==> src/rtl/btn_pwr_pkg.sv <==
package btn_pwr_pkg;

  typedef enum logic [1:0] {
    ACT_HIGH  = 2'd0,
    ACT_LOW   = 2'd1,
    EDGE_RISE = 2'd2,
    EDGE_FALL = 2'd3
  } act_mode_e;

  localparam int NUM_CH = 2;
  localparam int CH_ON  = 0;
  localparam int CH_OFF = 1;

endpackage

==> src/rtl/btn_win_qual.sv <==
module btn_win_qual
  import btn_pwr_pkg::*;
#(
  parameter int CFG_W = 8,
  parameter int UNIT_W = 4,
  parameter int CNT_W = 19
) (
  input  logic              clk,
  input  logic              rst_n,
  input  logic              tick,
  input  logic              btn_cur,
  input  logic              btn_prev,
  input  act_mode_e         mode,
  input  logic [CFG_W-1:0]  win_min,
  input  logic [CFG_W-1:0]  win_max,
  input  logic              max_en,
  input  logic [UNIT_W-1:0] unit_eff,
  output logic              hit
);

  localparam logic [CNT_W-1:0] CNT_SAT = '1;

  logic             want_high;
  logic             edge_mode;
  logic             act_cur;
  logic             act_prev;
  logic [CNT_W-1:0] dur_q;
  logic [CNT_W-1:0] dur_d;
  logic             dur_en;
  logic [CNT_W-1:0] lo_bound;
  logic [CNT_W-1:0] hi_bound;
  logic             in_window;

  always_comb begin
    want_high = (mode == ACT_HIGH) || (mode == EDGE_RISE);
    edge_mode = (mode == EDGE_RISE) || (mode == EDGE_FALL);
    act_cur   = (btn_cur == want_high);
    act_prev  = (btn_prev == want_high);
  end

  // duration counter: clears while inactive, counts ticks while active, saturates
  always_comb begin
    dur_en = 1'b0;
    dur_d  = dur_q;
    if (!act_cur) begin
      dur_en = 1'b1;
      dur_d  = '0;
    end else if (tick && (dur_q != CNT_SAT)) begin
      dur_en = 1'b1;
      dur_d  = dur_q + 1'b1;
    end
  end

  always_ff @(posedge clk or negedge rst_n) begin
    if (!rst_n) begin
      dur_q <= '0;
    end else if (dur_en) begin
      dur_q <= dur_d;
    end
  end

  always_comb begin
    lo_bound  = CNT_W'(win_min) << unit_eff;
    hi_bound  = CNT_W'(win_max) << unit_eff;
    in_window = (dur_q >= lo_bound) && (!max_en || (dur_q <= hi_bound));
  end

  always_comb begin
    if (edge_mode) begin
      hit = act_cur && !act_prev;
    end else begin
      hit = act_prev && !act_cur && in_window;
    end
  end

endmodule

==> src/rtl/btn_state_mon.sv <==
module btn_state_mon (
  input  logic clk,
  input  logic rst_n,
  input  logic enable,
  input  logic mon_en,
  input  logic on_hit,
  input  logic off_hit,
  output logic on_req,
  output logic off_req
);

  logic st_on_q;
  logic st_on_d;
  logic on_ok;
  logic off_ok;

  always_comb begin
    on_ok  = enable && on_hit  && (!mon_en || !st_on_q);
    off_ok = enable && off_hit && (!mon_en ||  st_on_q);
    if (on_ok) begin
      st_on_d = 1'b1;
    end else if (off_ok) begin
      st_on_d = 1'b0;
    end else begin
      st_on_d = st_on_q;
    end
  end

  always_ff @(posedge clk or negedge rst_n) begin
    if (!rst_n) begin
      st_on_q <= 1'b0;
      on_req  <= 1'b0;
      off_req <= 1'b0;
    end else begin
      st_on_q <= st_on_d;
      on_req  <= on_ok;
      off_req <= off_ok;
    end
  end

endmodule

==> src/rtl/btn_pwr_filter.sv <==
module btn_pwr_filter
  import btn_pwr_pkg::*;
#(
  parameter int CFG_W = 8,
  parameter int UNIT_W = 4,
  parameter int UNIT_MAX = 11
) (
  input  logic              clk,
  input  logic              rst_n,
  input  logic              tick,
  input  logic              btn_in,
  input  logic              bc_enable,
  input  logic              mon_en,
  input  logic [1:0]        on_mode,
  input  logic [1:0]        off_mode,
  input  logic [CFG_W-1:0]  on_min,
  input  logic [CFG_W-1:0]  on_max,
  input  logic [CFG_W-1:0]  off_min,
  input  logic [CFG_W-1:0]  off_max,
  input  logic              on_max_en,
  input  logic              off_max_en,
  input  logic [UNIT_W-1:0] unit,
  output logic              on_req,
  output logic              off_req
);

  localparam int CNT_W = CFG_W + UNIT_MAX;
  localparam logic [UNIT_W-1:0] UNIT_CAP = UNIT_W'(UNIT_MAX);

  logic              btn_q;
  logic              btn_qq;
  logic [UNIT_W-1:0] unit_eff;
  act_mode_e         ch_mode  [NUM_CH];
  logic [CFG_W-1:0]  ch_min   [NUM_CH];
  logic [CFG_W-1:0]  ch_max   [NUM_CH];
  logic              ch_maxen [NUM_CH];
  logic              ch_hit   [NUM_CH];

  always_ff @(posedge clk or negedge rst_n) begin
    if (!rst_n) begin
      btn_q  <= 1'b0;
      btn_qq <= 1'b0;
    end else begin
      btn_q  <= btn_in;
      btn_qq <= btn_q;
    end
  end

  always_comb begin
    unit_eff = (unit > UNIT_CAP) ? UNIT_CAP : unit;
    ch_mode[CH_ON]   = act_mode_e'(on_mode);
    ch_mode[CH_OFF]  = act_mode_e'(off_mode);
    ch_min[CH_ON]    = on_min;
    ch_min[CH_OFF]   = off_min;
    ch_max[CH_ON]    = on_max;
    ch_max[CH_OFF]   = off_max;
    ch_maxen[CH_ON]  = on_max_en;
    ch_maxen[CH_OFF] = off_max_en;
  end

  for (genvar g = 0; g < NUM_CH; g++) begin : g_ch
    btn_win_qual #(
      .CFG_W (CFG_W),
      .UNIT_W(UNIT_W),
      .CNT_W (CNT_W)
    ) qual_i (
      .clk     (clk),
      .rst_n   (rst_n),
      .tick    (tick),
      .btn_cur (btn_q),
      .btn_prev(btn_qq),
      .mode    (ch_mode[g]),
      .win_min (ch_min[g]),
      .win_max (ch_max[g]),
      .max_en  (ch_maxen[g]),
      .unit_eff(unit_eff),
      .hit     (ch_hit[g])
    );
  end

  btn_state_mon mon_i (
    .clk    (clk),
    .rst_n  (rst_n),
    .enable (bc_enable),
    .mon_en (mon_en),
    .on_hit (ch_hit[CH_ON]),
    .off_hit(ch_hit[CH_OFF]),
    .on_req (on_req),
    .off_req(off_req)
  );

endmodule

==> config.mk <==
export PLATFORM = sky130hd
export DESIGN_NAME = btn_pwr_filter
export DESIGN_NICKNAME = d
export VERILOG_FILES = /design/src/rtl/btn_pwr_pkg.sv /design/src/rtl/btn_win_qual.sv /design/src/rtl/btn_state_mon.sv /design/src/rtl/btn_pwr_filter.sv
export SDC_FILE = /design/constraint.sdc
export NUM_CORES = 1
export LEC_CHECK = 0
export BUFFER_PORTS_ARGS = -buffer_cell sky130_fd_sc_hd__buf_2
export CAP_MARGIN = 20
export CORE_ASPECT_RATIO = 0.7
export CORE_MARGIN = 2
export CORE_UTILIZATION = 42
export DETAILED_ROUTE_END_ITERATION = 7
export PLACE_DENSITY = 0.66
export REMOVE_ABC_BUFFERS = 1
export SLEW_MARGIN = 20
export SYNTH_ARGS = -nofsm -noshare
export SYNTH_HDL_FRONTEND = slang
export SYNTH_SLANG_ARGS = --single-unit
==> constraint.sdc <==
create_clock -name clk -period 3.51 [get_ports clk]
set_clock_uncertainty 0.05 [all_clocks]
set_input_delay 0.351 -clock clk [delete_from_list [all_inputs] [get_ports clk]]
set_output_delay 0.351 -clock clk [all_outputs]
set_load 0.02 [all_outputs]
; Word-level counts from Yosys, hierarchy flattened
; Cells that the tools add are included.
[word_totals]
reg_bits = 43
out_inout_bits = 2
input_bits = 48
word_cells = 78
[op_classes]
order_cmp = 5
add_sub_neg = 2
shifts = 4
mux = 13
eq_ne = 12
reduce_logical = 35
[ops]
columns = op, n
row1 = $mux 19, 4
row2 = $shl 8x4->19, 4
row3 = $add 19x1->19 const B, 2
row4 = $ge 19x19->1, 2
row5 = $le 19x19->1, 2
row6 = $ne 19x19->1 const B, 2
row7 = $logic_and 1x1->1, 14
row8 = $eq 2x2->1 const B, 4
row9 = $logic_not 1->1, 8
row10 = $logic_or 1x1->1, 8
row11 = $mux 1, 8
row12 = $eq 1x1->1, 4
row13 = $gt 4x4->1 const B, 1
row14 = $logic_not 2->1, 2
row15 = $mux 4, 1
row16 = $ne 2x2->1 const B, 2
row17 = $reduce_and 2->1, 2
row18 = $reduce_bool 2->1, 1

; Longest topological paths before layout
; Gate-level depths: netlist (run 1).
[logic_depth]
word_depth = 12
ltp_mapped = 18
ltp_nobuf = 15

; Cells and area by module
; A second synthesis (run 1) with hierarchy kept.
[hier_totals]
cells_unflattened = 671
area_unflattened_um2 = 5522.8
[by_module_without_submodules]
columns = mod, cells_each, n_inst, area_per_inst_um2
row1 = btn_win_qual (g_ch[1].qual_i), 327, 1, 2672.6
row2 = btn_win_qual (g_ch[0].qual_i), 329, 1, 2666.3
row3 = btn_state_mon, 9, 1, 108.9
row4 = btn_pwr_filter, 6, 1, 75.1

; Least setup slack after synthesis (run 1)
; Ideal clock, no wire load.
[synth_path]
kind = input to register
start = input port unit[3]
end = register mon_i.st_on_q
setup_slack_ns = -0.003
path_stages = 17
arrival_ns = 3.343
required_time_ns = 3.340
cell_sequence = buf_2 a21oi_2 buf_4 nand2_1 nand2_1 nor2_1 a21oi_1 mux2i_1 or2_2 ha_1 nand4_1 nor4_1 nand4_1 nand2_1 a21oi_1 or3b_2 a31o_2
[synth_between]
elab_chain_cells = 11
[synth_rtl]
columns = item, line_no
row1 = start: declaration, btn_pwr_filter.sv:22  ; input logic [UNIT_W-1:0] unit,
row2 = $gt 4x4->1, btn_pwr_filter.sv:50  ; unit_eff = (unit > UNIT_CAP) ? UNIT_CAP : unit;
row3 = $mux 4 (*), btn_pwr_filter.sv:50
row4 = $shl 8x4->19, btn_win_qual.sv:64  ; hi_bound = CNT_W'(win_max) << unit_eff;
row5 = $le 19x19->1, btn_win_qual.sv:65  ; in_window = (dur_q >= lo_bound) && (!max_en || (dur_q <= hi_bound));
row6 = $logic_or 1x1->1, btn_win_qual.sv:65
row7 = $logic_and 1x1->1, btn_win_qual.sv:65
row8 = $logic_and 1x1->1, btn_win_qual.sv:72  ; hit = act_prev && !act_cur && in_window;
row9 = $mux 1, btn_win_qual.sv:69  ; if (edge_mode) begin
row10 = "$logic_and 1x1->1, on equally long branches (2 in a row)", "btn_state_mon.sv:18, btn_state_mon.sv:19"
row11 = $mux 1 / $reduce_bool 2->1 (equally long branches), --
row12 = end signal: assignment, btn_state_mon.sv:35  ; st_on_q <= st_on_d;
row13 = end: declaration, btn_state_mon.sv:12  ; logic st_on_q;
; Every way passes the cells marked *; elsewhere a longest branch is shown, timed or not.
; A chain may end at the register's enable or synchronous reset.

; Final worst setup path (run 1)
[layout_path]
start = input port unit[3]
end = register mon_i.st_on_q
[layout_between]
elab_chain_cells = 11
[layout_rtl]
columns = item, line_no
row1 = $gt 4x4->1, btn_pwr_filter.sv:50
row2 = $mux 4 (*), btn_pwr_filter.sv:50
row3 = $shl 8x4->19, btn_win_qual.sv:64
row4 = $le 19x19->1, btn_win_qual.sv:65
row5 = $logic_or 1x1->1, btn_win_qual.sv:65
row6 = $logic_and 1x1->1 (*), btn_win_qual.sv:65
row7 = $logic_and 1x1->1 (*), btn_win_qual.sv:72
row8 = $mux 1 (*), btn_win_qual.sv:69
row9 = $logic_and 1x1->1 (*) (2 in a row), btn_state_mon.sv:18  ; on_ok = enable && on_hit && (!mon_en || !st_on_q);
row10 = named net mon_i.on_ok, btn_state_mon.sv:14  ; logic on_ok;
row11 = $mux 1 / $reduce_bool 2->1 (equally long branches), --
; The timed path passes the listed nets; every way through them passes the cells marked *.

==> impl_results.md, run 1 <==
* Result of the run: finished, final reports clean
* Cell with the biggest individual delay on the critical path: ha_1
* Clock Latency Late Sink at 0.29 ns
* Cell type group with the largest total delay on the critical path: compound AO/OA/AOI/OAI gates
* Count of final setup violators at 0
* Cells along the critical path: buf_2, a21o_4, buf_4, mux2i_1, mux2i_1, mux2i_1, or2_2, ha_1, nand2_1, o21ai_0, nand2b_1, a211oi_1, o311ai_0, buf_4, a32o_1, a31o_2
* Final hold violation count at 0
* Row count at 34
* First-pass GRT wire length at around 28,000 um
* Cell taking the most area after synthesis: dfrtp_1
* Largest net degree at the start of global routing at 66
* Total of warnings raised by yosys at 0
* Mean instance size in the synthesized netlist at 7.80 sq um
* Number of routed nets with antenna violations at 0
* Ports placed on the boundary at 50
* Max capacitance violation total at 0
* Total power divided by cell area at approximately 270 nW/um^2
* Residual DRC count at 0
* Final period demand of the worst path at 3.38 ns
* Overall routed net length at roughly 17,000 um
* Period utilization at 0.964
* Nature of the critical path endpoint: flip-flop
* Most frequent standard cell in the layout excluding fill and tap cells: nand2_1
* Setup repair after global routing missed its margin: true
* Vert. Die Dim at 97.8 um
* Gate count of the mapped netlist at 677
* Vias in the first global route at 5,480
* Pins Over Slew Limit at 0
* Horizontal die dimension at 138 um
* Proportion of register bits with asynchronous set or reset after synthesis at 1.00
* Total power at ~0.0018 W
* Measured slew at the worst slew-check pin at 0.508 ns
* Element type at the critical path start: input port
* Net count, final at 906
* Post-detailed-route wirelength per cell at 18.2 um
* Post-route setup slack at approximately 0.13 ns
* Core Footprint at 12,300 sq um
* Top post-synthesis cells by area: dfrtp_1 20%, ha_1 18%, mux2i_1 9.3%
* Critical path's largest stage delay at 0.33 ns
* TritonCTS clock tree: done
* Ratio of cells with drive above 1 in the final layout at 0.202
* Worst-case register-to-register setup slack at 0.92 ns
* Leakage power at around 3.1 nW
* Number of vias per cell at 6.01
* Count of input and output buffers at 49
* Initial antenna violation count at 0
* Layout Cell Area excl Fill at between 6000 and 7000 sq um
* Overall track demand over capacity in global routing at 0.253
* Initial core utilization at 0.428
* Htree depth at 2
* Placement Cell Area at 6170 sq um
* Yosys reg bits at 43
* Number of antenna repair diodes at 0
* Worst-case headroom to the max-slew limit at 0.661
* Final weighted congestion in routability-driven placement at between 0.9 and 1
* Primary flip-flop cell chosen by synthesis mapping: dfrtp_1
* Final HPWL from detailed placement at approximately 13,000 um
* Count of flip-flops with a built-in enable after synthesis at 0
* Post-CTS setup repair buffer count at 0
* Depth of the worst register-to-register path at 8
* Data arrival time of the critical path at 3.52 ns
* Clock input transition at the sequential cells of the worst setup and hold paths at 0.07 ns
* Die Footprint at approximately 14,000 sq um
* Commonest cells after routing, fill and taps aside: 96 x nand2_1, 78 x ha_1, 74 x buf_4
* Worst EP required at 3.64 ns
* Max rail drop VDD at about 0.23 mV
* Final hold slack at 0.118 ns
* Cell area after synthesis at 5280 sq um
* Clock sink total at 43
* Destination of the worst register-to-register timing path: mon_i.st_on_q
* Starting DRC count in detailed routing at 558
* Vias post-DR at 5,665
* Sequential-to-total area share from yosys stat at 0.204
* Core utilization of the finished layout at 0.522
* Area Overhead vs Synth at 21.9%
* Cell depth of the worst min-delay path at 1
* Worst Hold Launch: btn_in
* Cts bufs inserted at 5
* First-pass detailed-route iteration total at 5
* Total gr overflow at 0
* Critical path buffer and inverter count at 3
* Beginning of the worst register-to-register path: g_ch[0].qual_i.dur_q[4]
* Worst-path maximum fanout at 7
* Most Frequent Cell on Critical Path: mux2i_1
* Root buffer cell: clkbuf_16
* Area share of the largest cell type after synthesis at 0.204
* Worst Hold Class: input port to flip-flop
* Max frequency at 296 MHz
* Worst Setup Path Type: input port to flip-flop
* Count of different cell masters after synthesis at 47
* CTS Buffer Depth at 2
* Pre-CTS WS at -0.141 ns
* Worst Hold Path EP: btn_q
-- routing by layer --
metal | part of all wire | global-route usage
met1 | 0.47 | 0.384
met2 | 0.41 | 0.371
met3 | 0.093 | 0.0412
met4 | 0.022 | 0.0691
met5 | 0 | 0
-- sequential cells by signal, summed over array words and instances (netlist names) --
signal / flops
g_ch.qual_i.dur_q: 38
btn_q: 1
btn_qq: 1
mon_i.off_req: 1
mon_i.on_req: 1
mon_i.st_on_q: 1
-- layout make-up --
class,count,area [sq um]
multi-input combinational,594,4070
clock inverter,3,67.6
inverter,9,33.8
tap,162,203
fill,1201,5900
sequential,43,1080
clock buffer,5,125
timing repair buffer,127,862
-- cell usage after synthesis (4+ instances only) --
master,instances
a211oi_1,4
a21o_1,15
a21oi_1,59
a22oi_1,20
and3_1,12
and4_1,7
buf_1,4
buf_2,8
clkbuf_1,16
dfrtp_1,43
ha_1,78
inv_1,9
mux2i_1,49
nand2_1,96
nand2b_1,9
nand3_1,33
nand4_1,24
nor2_1,71
nor2b_1,5
nor3_1,5
nor4_1,5
o21ai_0,29
or2_2,10
or3_1,7
xnor2_1,12
xor2_1,17
-- stage by stage --
step,cells,TNS (ns)
3_3_place_gp,933,-0.0233
4_1_cts,941,0
3_5_place_dp,933,-0.141
2_1_floorplan,646,-0.0594
6_report,943,0
5_1_grt,943,-0.0756
-- worst register-to-register path, cell delays in order (launching register included) --
cell	delay, ns
dfrtp_1	0.48
ha_1	0.35
a21o_1	0.16
a211oi_1	0.26
o21ai_0	0.15
a221oi_1	0.38
o21ai_0	0.17
a32o_1	0.29
a31o_2	0.21
-- timing repair --
| item | CTS | global route |
|---|---|---|
| setup endpoints to repair | 0 | 2 |
| hold buffers | 0 | 1 |
| gates resized for setup | 0 | 9 |
| hold endpoints to repair | 0 | 11 |
-- how the worst max path moves through the flow --
stage             from             to  slack, ns  depth (start not counted)
4_1_cts        unit[2]  mon_i.st_on_q       0.14                         16
5_1_grt        unit[3]  mon_i.st_on_q      -0.08                         17
2_1_floorplan  unit[2]  mon_i.st_on_q      -0.06                         13
6_report       unit[3]  mon_i.st_on_q       0.13                         16
3_3_place_gp   unit[3]  mon_i.st_on_q      -0.02                         17
3_5_place_dp   unit[2]  mon_i.st_on_q      -0.14                         16
-- where the power goes --
group	leakage, nW	switching [W]	internal (W)
combinational	2.44	0.000340	0.000280
sequential	0.591	0.0000215	0.000508
clock	0.0900	0.000207	0.000408
total	3.12	0.000568	0.00120
-- cell families after synthesis --
family	Yosys count	synth area share
AND/OR/NAND/NOR	289	0.259
AO/OA/AOI/OAI	147	0.174
adder cells (fa/ha/maj)	78	0.185
multiplexers	51	0.0971
flip-flops	43	0.204
buffers and inverters	40	0.0332
XOR/XNOR	29	0.0481
Power figures use the tool's default switching activity.
==> inputs of run 2 (changes only) <==
--- a/config.mk
+++ b/config.mk
@@ -5,7 +5,7 @@
 export SDC_FILE = /design/constraint.sdc
 export NUM_CORES = 1
 export LEC_CHECK = 0
-export BUFFER_PORTS_ARGS = -buffer_cell sky130_fd_sc_hd__buf_2
+export BUFFER_PORTS_ARGS = -buffer_cell sky130_fd_sc_hd__buf_4
 export CAP_MARGIN = 20
 export CORE_ASPECT_RATIO = 0.7
 export CORE_MARGIN = 2
==> run 2 against run 1 <==
  * Combinational power up 1%
  * Sequential share of layout area shrank 0.16 points
  * Largest power group unchanged
  * Largest cell class unchanged
  * First-iteration DRC count shrank 27%
==> impl_results.md, run 2 (synthesized netlist as in run 1, its figures left out) <==
* Critical path's largest stage delay at 0.44 ns (was 0.33 ns)
* CTS Buffer Depth at 2 (unchanged)
* Ratio of cells with drive above 1 in the final layout at 0.206 (was 0.202)
* Result of the run: finished, final reports clean (unchanged)
* Initial antenna violation count at 0 (unchanged)
* Htree depth at 2 (unchanged)
* Worst-case headroom to the max-slew limit at 0.601 (was 0.661)
* Count of input and output buffers at 49 (unchanged)
* Most Frequent Cell on Critical Path: mux2i_1 (unchanged)
* TritonCTS clock tree: done (unchanged)
* Final hold slack at 0.0000834 ns (was 0.118 ns)
* Number of routed nets with antenna violations at 0 (unchanged)
* Ports placed on the boundary at 50 (unchanged)
* Critical path buffer and inverter count at 4 (was 3)
* Worst Hold Class: input port to asynchronous set/reset pin (was input port to flip-flop)
* Worst-path maximum fanout at 12 (was 7)
* Largest net degree at the start of global routing at 67 (was 66)
* Final cell count without fillers at 939 (was 943)
* Starting DRC count in detailed routing at 406 (was 558)
* Die Footprint at 13,500 sq um (unchanged)
* Count of placed standard cells including taps at 931 (was 933)
* Clock Latency Late Sink at 0.28 ns (was 0.29 ns)
* Vias post-DR at 5,488 (was 5,665)
* Core Footprint at 12,300 sq um (unchanged)
* Area occupied by multi-input gates at 4100 sq um (was 4070 sq um)
* Leakage power at 3.12 nW (about the same)
* Vias in the first global route at 5,295 (was 5,480)
* Nature of the critical path endpoint: flip-flop (unchanged)
* Residual DRC count at 0 (unchanged)
* Net count, final at 902 (was 906)
* Number of vias per cell at 5.84 (was 6.01)
* Count of final setup violators at 0 (unchanged)
* Max frequency at 299 MHz (was 296 MHz)
* Cell type group with the largest total delay on the critical path: compound AO/OA/AOI/OAI gates (unchanged)
* Pins Over Slew Limit at 0 (unchanged)
* Final HPWL from detailed placement at 13,600 um (was 13,500 um)
* Post-detailed-route wirelength per cell at 18.0 um (was 18.2 um)
* First-pass detailed-route iteration total at 5 (unchanged)
* First-pass GRT wire length at 27,500 um (was 28,000 um)
* Quantity of hold-fixing buffers added after cts at 0 (unchanged)
* Element type at the critical path start: input port (unchanged)
* Cell with the biggest individual delay on the critical path: or3b_2 (was ha_1)
* Cells along the critical path: buf_4, a21o_1, buf_6, buf_12, mux2i_1, mux2i_1, mux2i_1, or2_2, ha_1, buf_4, nand3_1, a21oi_1, o31a_1, o31ai_2, or3b_2, a31o_2 (was buf_2, a21o_4, buf_4, mux2i_1, mux2i_1, mux2i_1, or2_2, ha_1, nand2_1, o21ai_0, nand2b_1, a211oi_1, o311ai_0, buf_4, a32o_1, a31o_2)
* Total power divided by cell area at 253 nW/um^2 (was 274 nW/um^2)
* Register name with the most flops: g_ch.qual_i.dur_q (unchanged)
* Root buffer cell: clkbuf_16 (unchanged)
* Layout fillers at 1,209 (was 1,201)
* Final weighted congestion in routability-driven placement at 0.950 (was 0.973)
* Period utilization at 0.954 (was 0.964)
* Sequential cell area at 1080 sq um (unchanged)
* Post-cts repair resize count at 0 (unchanged)
* Row count at 34 (unchanged)
* Initial core utilization at 0.428 (unchanged)
* Data arrival time of the critical path at 3.47 ns (was 3.52 ns)
* Horizontal die dimension at 138 um (unchanged)
* Clock input transition at the sequential cells of the worst setup and hold paths at 0.06 ns (was 0.07 ns)
* Final period demand of the worst path at 3.35 ns (was 3.38 ns)
* Final hold violation count at 0 (unchanged)
* Number of antenna repair diodes at 0 (unchanged)
* Overall routed net length at 16,900 um (was 17,100 um)
* Measured slew at the worst slew-check pin at 0.598 ns (was 0.508 ns)
* Max capacitance violation total at 0 (unchanged)
* Vert. Die Dim at 97.8 um (unchanged)
* Worst EP required at 3.63 ns (was 3.64 ns)
* Clock sink total at 43 (unchanged)
* Max rail drop VDD at 0.174 mV (was 0.229 mV)
* Overall track demand over capacity in global routing at 0.251 (was 0.253)
* Cts bufs inserted at 5 (unchanged)
* Max FFs per register at 38 (unchanged)
* Post-CTS setup repair buffer count at 0 (unchanged)
* Most frequent standard cell in the layout excluding fill and tap cells: buf_4 (was nand2_1)
* Area Overhead vs Synth at 23.1% (was 21.9%)
* Total gr overflow at 0 (unchanged)
* Commonest cells after routing, fill and taps aside: 121 x buf_4, 96 x nand2_1, 78 x ha_1 (was 96 x nand2_1, 78 x ha_1, 74 x buf_4)
* Worst Setup Path Type: input port to flip-flop (unchanged)
-- run 2: per-layer routing --
| layer | vias up | global-route usage | wire (um) | part of all wire |
|---|---|---|---|---|
| li1 | 2661 | - | - | - |
| met1 | 2618 | 0.400 | 8750 | 0.52 |
| met2 | 193 | 0.355 | 6760 | 0.40 |
| met3 | 16 | 0.0387 | 1230 | 0.073 |
| met4 | 0 | 0.0463 | 144 | 0.0085 |
| met5 | - | 0 | 0 | 0 |
-- run 2: worst paths after layout --
kind	startpoint	endpoint	slack, ns	cells after the start
worst max-delay path	unit[2]	mon_i.st_on_q	0.16	16
min in group clk	btn_in	btn_q	0.12	1
worst max register to register	g_ch[0].qual_i.dur_q[4]	mon_i.st_on_q	0.97	8
worst min-delay path	rst_n	g_ch[0].qual_i.dur_q[7]	0.00008	1
max in group asynchronous	rst_n	g_ch[1].qual_i.dur_q[1]	3.02	1
worst min register to register	mon_i.st_on_q	mon_i.st_on_q	0.50	1
-- run 2: worst reg2reg max path, cell delays in order, from the launching register on --
cell,delay [ns]
dfrtp_1,0.47
ha_1,0.35
a21o_1,0.17
a211oi_1,0.24
o21ai_0,0.20
a221oi_2,0.32
o21ai_0,0.15
a32o_1,0.28
a31o_2,0.21
-- run 2: layout make-up --
cell class | count | area share
Sequential cell | 43 | 0.165
Clock buffer | 8 | 0.0240
Inverter | 9 | 0.00519
Timing Repair Buffer | 123 | 0.144
Tap cell | 162 | 0.0312
Multi-Input combinational cell | 594 | 0.630
-- run 2: stage by stage --
step	worst slack [ns]	area (sq um)	utilization	total power, W	setup TNS (ns)
floorplan	-0.0594	5140	-	0.000841	-0.0594
global placement	-0.0788	6280	0.509	0.00112	-0.0788
detailed placement	-0.128	6280	0.509	0.00114	-0.135
CTS	0.163	6440	0.522	0.00163	0
global route	-0.0482	6500	0.527	0.00175	-0.0482
finish	0.161	6500	0.527	0.00164	0
-- run 2: power by group --
part	total (W)	switching (W)	internal, W
sequential	0.000529	0.0000215	0.000508
combinational	0.000628	0.000339	0.000290
clock	0.000485	0.000183	0.000303
total	0.00164	0.000543	0.00110
==> inputs of run 3 (changes only) <==
--- a/config.mk
+++ b/config.mk
@@ -5,13 +5,15 @@
 export SDC_FILE = /design/constraint.sdc
 export NUM_CORES = 1
 export LEC_CHECK = 0
+export ABC_AREA = 1
 export BUFFER_PORTS_ARGS = -buffer_cell sky130_fd_sc_hd__buf_4
 export CAP_MARGIN = 20
 export CORE_ASPECT_RATIO = 0.7
 export CORE_MARGIN = 2
 export CORE_UTILIZATION = 42
 export DETAILED_ROUTE_END_ITERATION = 7
-export PLACE_DENSITY = 0.66
+export GPL_TIMING_DRIVEN = 0
+export PLACE_DENSITY = 0.65
 export REMOVE_ABC_BUFFERS = 1
 export SLEW_MARGIN = 20
 export SYNTH_ARGS = -nofsm -noshare
==> run 3 against run 2 <==
  * The run now ends with hold timing left
  * Hold slack about the same
  * Via count increased by 10%
  * Utilization decreased by 5.1 points
  * Register-to-register slack improved by 0.30 ns
==> impl_results.md, run 3 <==
* Overall routed net length at 17,100 um (was 16,900 um)
* Initial core utilization at 0.427 (was 0.428)
* Met3 Track Usage GR at 0.0212 (was 0.0387)
* Layout fillers at 1,491 (was 1,209)
* Final hold violation count at 1 (was 0)
* Clock input transition at the sequential cells of the worst setup and hold paths at 0.06 ns (about the same)
* First-pass GRT wire length at 27,600 um (was 27,500 um)
* Critical path's largest stage delay at 0.29 ns (was 0.44 ns)
* Net count, final at 1,096 (was 902)
* Vias in the first global route at 5,201 (was 5,295)
* Starting DRC count in detailed routing at 447 (was 406)
* Met2 track utilization from global routing at 0.307 (was 0.355)
* Cell type group with the largest total delay on the critical path: simple AND/OR/NAND/NOR gates (was compound AO/OA/AOI/OAI gates)
* Clock sink total at 43 (unchanged)
* Post-route setup slack at 0.375 ns (was 0.161 ns)
* Pre-CTS WS at -0.694 ns (was -0.128 ns)
* Count of placed standard cells including taps at 1,149 (was 931)
* Depth of the worst register-to-register path at 10 (was 8)
* Number of routed nets with antenna violations at 0 (unchanged)
* Vert. Die Dim at 103 um (was 97.8 um)
* Measured slew at the worst slew-check pin at 0.880 ns (was 0.598 ns)
* Proportion of register bits with asynchronous set or reset after synthesis at 1.00 (unchanged)
* Largest net degree at the start of global routing at 50 (was 67)
* Clock Latency Late Sink at 0.28 ns (about the same)
* Most frequent standard cell in the layout excluding fill and tap cells: nand2_1 (was buf_4)
* Global route hottest layer: met1 (unchanged)
* Setup repair after global routing missed its margin: false
* Count of flip-flops with a built-in enable after synthesis at 0 (unchanged)
* Pins Over Slew Limit at 0 (unchanged)
* Max frequency at 319 MHz (was 299 MHz)
* Period utilization at 0.893 (was 0.954)
* Worst EP required at 3.63 ns (about the same)
* Final weighted congestion in routability-driven placement at 0.870 (was 0.950)
* Cell area after synthesis at 5890 sq um (was 5280 sq um)
* Most instantiated library cell after synthesis: nand2_1 (unchanged)
* Area share of the largest cell type after synthesis at 0.184 (was 0.204)
* Final period demand of the worst path at 3.14 ns (was 3.35 ns)
* TritonCTS clock tree: done (unchanged)
* Cell taking the most area after synthesis: nand2_1 (was dfrtp_1)
* Number of antenna repair diodes at 0 (unchanged)
* Destination of the worst register-to-register timing path: g_ch[1].qual_i.dur_q[12] (was mon_i.st_on_q)
* CTS Buffer Depth at 2 (unchanged)
* Top post-synthesis cells by area: nand2_1 18%, dfrtp_1 18%, ha_1 17% (was dfrtp_1 20%, ha_1 18%, mux2i_1 9.3%)
* Row count at 36 (was 34)
* Final cell count without fillers at 1,161 (was 939)
* Primary flip-flop cell chosen by synthesis mapping: dfrtp_1 (unchanged)
* Die Footprint at 15,000 sq um (was 13,500 sq um)
* Mean instance size in the synthesized netlist at 6.25 sq um (was 7.80 sq um)
* Ports placed on the boundary at 50 (unchanged)
* Total power divided by cell area at 240 nW/um^2 (was 253 nW/um^2)
* Element type at the critical path start: input port (unchanged)
* First-pass detailed-route iteration total at 5 (unchanged)
* Max FFs per register at 38 (unchanged)
* Gate count of the mapped netlist at 941 (was 677)
* Cell with the biggest individual delay on the critical path: o21ai_1 (was or3b_2)
* Core Footprint at 13,800 sq um (was 12,300 sq um)
* Root buffer cell: clkbuf_16 (unchanged)
* Commonest cells after routing, fill and taps aside: 289 x nand2_1, 114 x inv_1, 78 x ha_1 (was 121 x buf_4, 96 x nand2_1, 78 x ha_1)
* Count of final setup violators at 0 (unchanged)
* Overall track demand over capacity in global routing at 0.228 (was 0.251)
* Yosys reg bits at 43 (unchanged)
* Area Overhead vs Synth at 11.6% (was 23.1%)
* Residual DRC count at 0 (unchanged)
* Worst-path maximum fanout at 49 (was 12)
* Data arrival time of the critical path at 3.26 ns (was 3.47 ns)
* Most Frequent Cell on Critical Path: nand2_1 (was mux2i_1)
* Post-detailed-route wirelength per cell at 14.7 um (was 18.0 um)
* Final HPWL from detailed placement at 13,200 um (was 13,600 um)
* Cts bufs inserted at 5 (unchanged)
* Critical path buffer and inverter count at 4 (unchanged)
* Sequential-to-total area share from yosys stat at 0.183 (was 0.204)
* Total power at 0.00158 W (was 0.00164 W)
* Total of warnings raised by yosys at 0 (unchanged)
* Nature of the critical path endpoint: flip-flop (unchanged)
* Ratio of cells with drive above 1 in the final layout at 0.109 (was 0.206)
* Count of different cell masters after synthesis at 43 (was 47)
* Worst-case headroom to the max-slew limit at 0.413 (was 0.601)
* Number of vias per cell at 5.20 (was 5.84)
* Summed negative setup slack over all endpoints at 0 ns (unchanged)
* Result of the run: complete, but fails checks (was finished, final reports clean)
* Worst Hold Class: input port to asynchronous set/reset pin (unchanged)
* Htree depth at 2 (unchanged)
* Max rail drop VDD at 0.182 mV (was 0.174 mV)
* Worst-case register-to-register setup slack at 1.27 ns (was 0.97 ns)
* Max capacitance violation total at 0 (unchanged)
* Total gr overflow at 0 (unchanged)
* Leakage power at 3.31 nW (was 3.12 nW)
* Commonest cells in the synthesized netlist: 289 x nand2_1, 115 x inv_1, 78 x ha_1, 64 x nor2_1, 54 x o21ai_0 (was 96 x nand2_1, 78 x ha_1, 71 x nor2_1, 59 x a21oi_1, 49 x mux2i_1)
* Worst Setup Path Type: input port to flip-flop (unchanged)
* Failing checks: hold timing
* Vias post-DR at 6,040 (was 5,488)
* Initial antenna violation count at 0 (unchanged)
* Beginning of the worst register-to-register path: g_ch[1].qual_i.dur_q[1] (was g_ch[0].qual_i.dur_q[4])
* Cells along the critical path: buf_12, nand2_1, inv_2, or2_4, inv_4, o21ai_1, nand2_1, o21a_1, inv_1, nand2_1, o21ai_2, nand2_1, ha_1, nand2_1, nor2_1, nand2_1, nor2_1, a21boi_0, nand2_1, nand3_1, nand2_1, nand2_1, nand2_1, nand2_1 (was buf_4, a21o_1, buf_6, buf_12, mux2i_1, mux2i_1, mux2i_1, or2_2, ha_1, buf_4, nand3_1, a21oi_1, o31a_1, o31ai_2, or3b_2, a31o_2)
* Count of input and output buffers at 49 (unchanged)
* Final hold slack at -0.000158 ns (was 0.0000834 ns)
* Horizontal die dimension at 145 um (was 138 um)
* Met1 routing resource usage after global routing at 0.386 (was 0.400)
* Register name with the most flops: g_ch.qual_i.dur_q (unchanged)
## run 3: kinds of logic (layout without fill, tap and decap cells)
logic type      count (synthesis)  after routing  synth area share
flops                          43             43             0.183
simple gates                  453            456             0.323
buf+inv                       154            181             0.108
mux                             2              2           0.00340
compound gates                195            195             0.194
xor+xnor                       16             16            0.0238
fa+ha+maj                      78             78             0.166
## run 3: worst max path at each step
stage,start,end,slack [ns],cells after the start
6_report,unit[3],mon_i.st_on_q,0.37,24
5_1_grt,unit[3],mon_i.st_on_q,0.04,24
4_1_cts,unit[3],mon_i.on_req,0.06,21
3_5_place_dp,unit[3],mon_i.on_req,-0.69,21
3_3_place_gp,unit[3],mon_i.on_req,-0.98,17
2_1_floorplan,unit[2],mon_i.st_on_q,0.35,18
## run 3: stage by stage
stage          utilization  instance area, sq um
2_1_floorplan            -                  5710
3_3_place_gp         0.458                  6320
3_5_place_dp         0.460                  6350
4_1_cts              0.474                  6530
5_1_grt              0.477                  6570
6_report             0.477                  6570
## run 3: layer usage
metal  up-vias  wire length (um)
li1       3173                 -
met1      2686              9680
met2       174              6230
met3         7              1060
met4         0                88
met5         -                 0
## run 3: repair_timing
item,CTS,global route
resized for setup,6,10
hold buffers,0,0
buffers inserted,0,0
cloned,2,2
pin swaps,1,2
endpoints found under the setup margin,3,3
## run 3: area by class of cell
cell class              count  area [sq um]  area share
multi-input cells         747          4230       0.644
repair buffers             50           395      0.0602
inverters                 122           467      0.0710
clock buffers               8           156      0.0238
repair inverters            1          7.51     0.00114
well taps                 190           238      0.0362
flip-flops and latches     43          1080       0.164
## run 3: report_power, final
part | switching [W] | total (W) | leakage (nW) | internal (W)
Sequential | 0.0000137 | 0.000521 | 0.590 | 0.000507
Combinational | 0.000373 | 0.000573 | 2.64 | 0.000200
Clock | 0.000182 | 0.000485 | 0.0772 | 0.000303
